File: config.mk
export PLATFORM = sky130hd
export DESIGN_NAME = pwm_cmp_dbuf
export DESIGN_NICKNAME = d
export VERILOG_FILES = /design/src/rtl/pwm_cmp_pkg.sv /design/src/rtl/pwm_cmp_ldsel.sv /design/src/rtl/pwm_cmp_chan.sv /design/src/rtl/pwm_cmp_dbuf.sv
export SDC_FILE = /design/constraint.sdc
export NUM_CORES = 1
export LEC_CHECK = 0
export ABC_CLOCK_PERIOD_IN_PS = 2500
export BUFFER_PORTS_ARGS = -buffer_cell sky130_fd_sc_hd__buf_2
export CAP_MARGIN = 10
export CELL_PAD_IN_SITES_DETAIL_PLACEMENT = 0
export CELL_PAD_IN_SITES_GLOBAL_PLACEMENT = 1
export CORE_MARGIN = 10
export CORE_UTILIZATION = 44
export CTS_CLUSTER_DIAMETER = 40
export CTS_CLUSTER_SIZE = 30
export DETAILED_ROUTE_END_ITERATION = 10
export PLACE_DENSITY_LB_ADDON = 0.15
export SYNTH_ARGS = -nofsm -noshare
export SYNTH_HDL_FRONTEND = slang
export SYNTH_HIERARCHICAL = 1
export SYNTH_SLANG_ARGS = --single-unit
File: constraint.sdc
create_clock -name clk_i -period 2.5 [get_ports clk_i]
set_clock_uncertainty 0.2 [all_clocks]
set_input_delay 0.125 -clock clk_i [delete_from_list [all_inputs] [get_ports clk_i]]
set_output_delay 0.125 -clock clk_i [all_outputs]
set_load 0.05 [all_outputs]
File: src/rtl/pwm_cmp_pkg.sv
package pwm_cmp_pkg;
  localparam int CTRL_W = 16;

  localparam logic [1:0] ADDR_CTRL = 2'd0;

  typedef enum logic [1:0] {
    EV_ZERO = 2'b00,
    EV_PRD  = 2'b01,
    EV_BOTH = 2'b10,
    EV_OFF  = 2'b11
  } ev_sel_e;

  typedef enum logic [1:0] {
    SY_NONE = 2'b00,
    SY_ALSO = 2'b01,
    SY_ONLY = 2'b10,
    SY_RSVD = 2'b11
  } sy_sel_e;

  typedef struct packed {
    ev_sel_e ev;
    logic    imm;
    sy_sel_e sy;
  } ch_cfg_t;

  function automatic ch_cfg_t cfg_from_word(logic [CTRL_W-1:0] w, int ch);
    ch_cfg_t c;
    if (ch == 0) begin
      c.ev  = ev_sel_e'(w[1:0]);
      c.imm = w[4];
      c.sy  = sy_sel_e'(w[11:10]);
    end else begin
      c.ev  = ev_sel_e'(w[3:2]);
      c.imm = w[6];
      c.sy  = sy_sel_e'(w[13:12]);
    end
    return c;
  endfunction

  function automatic logic [CTRL_W-1:0] word_from_cfg(ch_cfg_t a, ch_cfg_t b,
                                                      logic fa, logic fb);
    logic [CTRL_W-1:0] w;
    w        = '0;
    w[1:0]   = a.ev;
    w[3:2]   = b.ev;
    w[4]     = a.imm;
    w[6]     = b.imm;
    w[8]     = fa;
    w[9]     = fb;
    w[11:10] = a.sy;
    w[13:12] = b.sy;
    return w;
  endfunction
endpackage

File: src/rtl/pwm_cmp_ldsel.sv
module pwm_cmp_ldsel
  import pwm_cmp_pkg::*;
(
  input  ch_cfg_t cfg_i,
  input  logic    zero_i,
  input  logic    prd_i,
  input  logic    sync_i,
  output logic    load_o
);
  logic ev_hit;
  logic ld;

  always_comb begin
    unique case (cfg_i.ev)
      EV_ZERO: ev_hit = zero_i;
      EV_PRD:  ev_hit = prd_i;
      EV_BOTH: ev_hit = zero_i | prd_i;
      default: ev_hit = 1'b0;
    endcase
    unique case (cfg_i.sy)
      SY_ALSO: ld = ev_hit | sync_i;
      SY_ONLY: ld = sync_i;
      default: ld = ev_hit;  // reserved code acts as event-only
    endcase
    load_o = ld & ~cfg_i.imm;
  end
endmodule

File: src/rtl/pwm_cmp_chan.sv
module pwm_cmp_chan #(
  parameter int CMP_W = 16,
  parameter int EXT_W = 16,
  localparam int VAL_W = CMP_W + EXT_W
) (
  input  logic             clk_i,
  input  logic             rst_ni,
  input  logic             imm_i,
  input  logic             load_i,
  input  logic             wr_i,
  input  logic             cmp_en_i,
  input  logic             ext_en_i,
  input  logic [VAL_W-1:0] data_i,
  output logic [VAL_W-1:0] act_o,
  output logic [VAL_W-1:0] shd_o,
  output logic             full_o
);
  logic [VAL_W-1:0] act_q, shd_q, base, merged;
  logic             full_q;

  // half-selective merge onto whichever register the write targets
  assign base   = imm_i ? act_q : shd_q;
  assign merged = {cmp_en_i ? data_i[VAL_W-1:EXT_W] : base[VAL_W-1:EXT_W],
                   ext_en_i ? data_i[EXT_W-1:0]     : base[EXT_W-1:0]};

  always_ff @(posedge clk_i or negedge rst_ni) begin
    if (!rst_ni) begin
      act_q  <= '0;
      shd_q  <= '0;
      full_q <= 1'b0;
    end else if (imm_i) begin
      if (wr_i) act_q <= merged;
    end else begin
      if (load_i) act_q <= shd_q;
      if (wr_i) shd_q <= merged;
      if (wr_i && cmp_en_i) full_q <= 1'b1;
      else if (load_i)      full_q <= 1'b0;
    end
  end

  assign act_o  = act_q;
  assign shd_o  = shd_q;
  assign full_o = full_q;

  assert_load_xfer_R5: assert property (@(posedge clk_i) disable iff (!rst_ni)
    (!imm_i && load_i) |=> act_q == $past(shd_q));
  assert_full_set_R9: assert property (@(posedge clk_i) disable iff (!rst_ni)
    (!imm_i && wr_i && cmp_en_i) |=> full_q);
  assert_full_clr_R8: assert property (@(posedge clk_i) disable iff (!rst_ni)
    (!imm_i && load_i && !(wr_i && cmp_en_i)) |=> !full_q);
  assert_ext_keep_R7: assert property (@(posedge clk_i) disable iff (!rst_ni)
    (!imm_i && wr_i && !cmp_en_i && !load_i) |=> full_q == $past(full_q));
  assert_imm_shd_R6: assert property (@(posedge clk_i) disable iff (!rst_ni)
    imm_i |=> ($stable(shd_q) && $stable(full_q)));
endmodule

File: src/rtl/pwm_cmp_dbuf.sv
module pwm_cmp_dbuf
  import pwm_cmp_pkg::*;
#(
  parameter int CMP_W = 16,
  parameter int EXT_W = 16,
  localparam int VAL_W = CMP_W + EXT_W,
  localparam int NCH   = 2
) (
  input  logic             clk_i,
  input  logic             rst_ni,
  input  logic             wr_en_i,
  input  logic [1:0]       wr_addr_i,
  input  logic             wr_cmp_en_i,
  input  logic             wr_ext_en_i,
  input  logic [VAL_W-1:0] wr_data_i,
  input  logic [1:0]       rd_addr_i,
  output logic [VAL_W-1:0] rd_data_o,
  input  logic             ctr_zero_i,
  input  logic             ctr_prd_i,
  input  logic             sync_i,
  output logic [VAL_W-1:0] act_a_o,
  output logic [VAL_W-1:0] act_b_o,
  output logic             full_a_o,
  output logic             full_b_o
);
  ch_cfg_t          cfg_q  [NCH];
  logic [VAL_W-1:0] act    [NCH];
  logic [VAL_W-1:0] shd    [NCH];
  logic [VAL_W-1:0] view   [NCH];
  logic             full   [NCH];
  logic             load   [NCH];
  logic             wr_hit [NCH];
  logic             ctrl_wr;

  assign ctrl_wr = wr_en_i && (wr_addr_i == ADDR_CTRL);

  for (genvar i = 0; i < NCH; i++) begin : g_ch
    always_ff @(posedge clk_i or negedge rst_ni) begin
      if (!rst_ni)      cfg_q[i] <= '0;
      else if (ctrl_wr) cfg_q[i] <= cfg_from_word(wr_data_i[CTRL_W-1:0], i);
    end

    assign wr_hit[i] = wr_en_i && (wr_addr_i == 2'(i + 1));

    pwm_cmp_ldsel u_ldsel (
      .cfg_i  (cfg_q[i]),
      .zero_i (ctr_zero_i),
      .prd_i  (ctr_prd_i),
      .sync_i (sync_i),
      .load_o (load[i])
    );

    pwm_cmp_chan #(.CMP_W(CMP_W), .EXT_W(EXT_W)) u_chan (
      .clk_i    (clk_i),
      .rst_ni   (rst_ni),
      .imm_i    (cfg_q[i].imm),
      .load_i   (load[i]),
      .wr_i     (wr_hit[i]),
      .cmp_en_i (wr_cmp_en_i),
      .ext_en_i (wr_ext_en_i),
      .data_i   (wr_data_i),
      .act_o    (act[i]),
      .shd_o    (shd[i]),
      .full_o   (full[i])
    );

    assign view[i] = cfg_q[i].imm ? act[i] : shd[i];
  end

  always_comb begin
    unique case (rd_addr_i)
      2'd0:    rd_data_o = VAL_W'(word_from_cfg(cfg_q[0], cfg_q[1], full[0], full[1]));
      2'd1:    rd_data_o = view[0];
      2'd2:    rd_data_o = view[1];
      default: rd_data_o = '0;
    endcase
  end

  assign act_a_o  = act[0];
  assign act_b_o  = act[1];
  assign full_a_o = full[0];
  assign full_b_o = full[1];

  assert_imm_wr_R6: assert property (@(posedge clk_i) disable iff (!rst_ni)
    (cfg_q[0].imm && wr_hit[0] && wr_cmp_en_i)
      |=> act_a_o[VAL_W-1:EXT_W] == $past(wr_data_i[VAL_W-1:EXT_W]));
  assert_ctrl_rsvd_R2: assert property (@(posedge clk_i) disable iff (!rst_ni)
    (rd_addr_i == ADDR_CTRL) |-> (rd_data_o[15:14] == 2'b00 && rd_data_o[7] == 1'b0
                                  && rd_data_o[5] == 1'b0 && rd_data_o[VAL_W-1:16] == '0));
  assert_no_load_imm_R6: assert property (@(posedge clk_i) disable iff (!rst_ni)
    (cfg_q[1].imm && !wr_hit[1]) |=> $stable(act_b_o));
endmodule

==> run_results.csv <==
group,metric,value,unit
timing,tightest_slew,0.6953,ns
floorplanning,initial_core_util,44.49,%
worst_setup_path,start_kind,"flop",
timing,period_minus_slack,2.387,ns
timing,hold_viol_final,0,
clocking,cts.sinks,140,
worst_setup_path,r2r_end,"g_ch[0].u_chan/act_o[12]",
final_layout,num-fill-cells,1501,
global_routing,grt_overflow_total,0,
logic_synthesis,yosysUniqueCellTypes,34,
global_routing,grt_pass1_wl,38.96,mm
logic_synthesis,syn_avg_cell_area,10.83,um2
worst_setup_path,crit_type,"flop to output port",
logic_synthesis,synthXorXnorAreaFrac,0.2300,%
timing,rsz0062_at_grt,"false",
final_layout,instances_no_fill,1102,
place,finalWeightedCongestion,0.8069,
power_and_ir_drop,leakage,4.598,nW
clocking,h-tree-depth,4,
logic_synthesis,synth_top_family_by_area,"multiplexers",
worst_setup_path,cp.required,2.17,ns
route,vias,6584,
worst_setup_path,r2r_start,"cfg_q[6]",
final_layout,layout-drive-gt1-share,33.07,%
final_layout,final_nets,913,
place,hpwl,16.09,mm
logic_synthesis,synthSimpleGateAreaFrac,15.58,%
timing,slew_violations,0,
route,dr.pass1.iters,7,
logic_synthesis,syn-cell-area,7615,um2
logic_synthesis,synth_cells,703,
logic_synthesis,ys_ff_latch,140,
floorplanning,io_pins,142,
place,post-place-cells,1036,
final_layout,ff_latch_area,3511,um2
floorplanning,fp.coreArea,17120,um2
logic_synthesis,synth_edf_count,0,
power_and_ir_drop,power_density,1270,nW/um2
worst_setup_path,cp-startpoint,"cfg_q[2]",
floorplanning,die_y,151.6,um
route,wl_per_cell,22.52,um
final_layout,num_antenna_cells,0,
final_layout,mostFrequentLayoutCells,"139 x buf_2, 138 x dfrtp_1, 68 x nand2_1",
worst_setup_path,cp.arrival,2.06,ns
worst_setup_path,worstPathMaxFanout,29,
clocking,cts_tree,"built",
logic_synthesis,yosys_most_used_dff,"dfrtp_1",
logic_synthesis,syn-num-nets,751,
power_and_ir_drop,ir_drop,0.6350,mV
logic_synthesis,synth_seq_area_share,46.01,%
worst_setup_path,worstSetupEndpointType,"output port",
flow_run,max_cap_viol_count,0,
clocking,clkLatencyLatePin,0.42,ns
route,drt_iter0_drc,518,
logic_synthesis,ys_warn_count,6,
worst_setup_path,r2r_cells,9,
worst_setup_path,rrSetupSlack,0.12,ns
final_layout,multi_input_area,3776,um2
global_routing,grt_pass1_vias,6804,
floorplanning,die_w,151.6,um
timing,period_share,95.49,%
status,status,"finished, final reports clean",
global_routing,grt_usage,21.68,%
route,viasPerCell,5.975,
timing,slew_headroom,53.65,%
final_layout,area_delta_synth_final,25.12,%
route,drtAntennaViolNets,0,
logic_synthesis,synth_compound_area_share,11.22,%
final_layout,final_common_cell,"buf_2",
logic_synthesis,synthAdderAreaFrac,0.6572,%
timing,setup_viol,0,
timing,fmaxAchievable,418.9,MHz
logic_synthesis,async_reset_ff_share,100.0,%
route,drt_wl_total,24.82,mm
logic_synthesis,muxShareOfSynthArea,21.23,%
floorplanning,row_count,48,
clocking,cts.clk_slew.worst_paths,0.06,ns
worst_setup_path,cp-endpoint,"rd_data_o[6]",
clocking,cts_buffer_depth,2,
route,drc,0,
timing,tns,0,ns
global_routing,antenna_found_initial,0,
clocking,cts_buffers,17,
floorplanning,design.die.area,22970,um2
place,numPortBuffers,141,
final_layout,final_util,55.67,%
global_routing,grt_max_degree,61,
clocking,root_buffer,"clkbuf_16",
worst_hold_path,hold_class,"input port to async pin",
## synth_stat cells, drive strengths merged (4+ instances only)
| cell type | n | area share, % |
|---|---|---|
| clkbuf | 20 | 0.99 |
| nand4 | 62 | 5.1 |
| nor2 | 12 | 0.59 |
| o21ai | 20 | 1.4 |
| a2bb2oi | 4 | 0.46 |
| mux2i | 64 | 8.4 |
| nor2b | 4 | 0.33 |
| nand3 | 62 | 4.1 |
| and2b | 10 | 1.1 |
| a22oi | 58 | 5.7 |
| inv | 6 | 0.30 |
| a31oi | 4 | 0.33 |
| mux2 | 74 | 13 |
| buf | 44 | 3.8 |
| a211o | 10 | 1.2 |
| o22ai | 20 | 1.6 |
| nand2 | 72 | 3.9 |
| ha | 4 | 0.66 |
| dfrtp | 140 | 46 |
## registers in the layout (all words and copies together) (netlist names)
signal / cells
g_ch.u_chan/full_o: 2
cfg_q: 10
g_ch.u_chan/act_o: 64
g_ch.u_chan/shd_o: 64
## area by class of cell
class	count	share of cell area, %
flip-flops and latches	140	36.85
inverters	6	0.2364
multi-input cells	493	39.63
clock buffers	26	5.450
repair buffers	207	14.29
well taps	225	2.955
clock inverters	5	0.5909
## routing by layer
| metal | vias to the layer above | track usage, % | part of all wire (%) |
|---|---|---|---|
| li1 | 2964 | - | - |
| met1 | 3378 | 29.32 | 46 |
| met2 | 217 | 33.89 | 47 |
| met3 | 25 | 5.524 | 6.3 |
| met4 | 0 | 5.672 | 1.2 |
| met5 | - | 0 | 0 |
## worst min path at each step
stage,from,to,slack [ns],depth (start not counted)
after global placement,rst_ni,g_ch[0].u_chan/shd_o[13],-0.12,1
final,rst_ni,g_ch[0].u_chan/act_o[11],0.001,2
after CTS,rst_ni,g_ch[0].u_chan/act_o[11],0.01,2
after detailed placement,rst_ni,g_ch[0].u_chan/act_o[11],-0.11,1
after floorplan,rst_ni,cfg_q[0],-0.37,0
after global routing,rst_ni,g_ch[0].u_chan/act_o[11],0.04,2
## through the flow
stage                     hold slack [ns]  power, W  setup slack, ns  cell area, um2
after floorplan                   -0.3706  0.007987          0.07453            7615
after global placement            -0.1165  0.009481           0.1854            8592
after detailed placement          -0.1133  0.009608           0.1261            8592
after CTS                         0.01017   0.01215          0.04293            9515
after global routing              0.04347   0.01277         0.002803            9528
final                            0.001391   0.01210           0.1128            9528
## where the power goes
group	switching, W	internal, W	leakage (nW)
Sequential	0.000904	0.00309	1.67
Combinational	0.00395	0.00168	2.65
Clock	0.000950	0.00152	0.282
Total	0.00581	0.00629	4.60
## timing repair
| action | CTS | global route |
|---|---|---|
| endpoints found under the setup margin | 1 | 19 |
| setup buffers | 1 | 0 |
| endpoints found under the hold margin | 278 | 0 |
| gates cloned | 0 | 0 |
| gates resized for setup | 0 | 3 |
| hold buffers | 34 | 0 |
| pin swaps | 0 | 0 |
## cell families after synthesis
| kind of cell | count (synthesis) |
|---|---|
| xor gates and xnor gates | 2 |
| and+or+nand+nor | 227 |
| AOI/OAI and AO/OA | 122 |
| buffers and inverters | 70 |
| adders and majority gates | 4 |
| DFF | 140 |
| muxes | 138 |
## worst max-delay path, cell delays in order (launching register included)
cell and delay [ns]:
dfrtp_4 0.67, buf_12 0.26, a21oi_1 0.06, o32ai_1 0.31, buf_2 0.32
(Power assumes the default switching activity.)
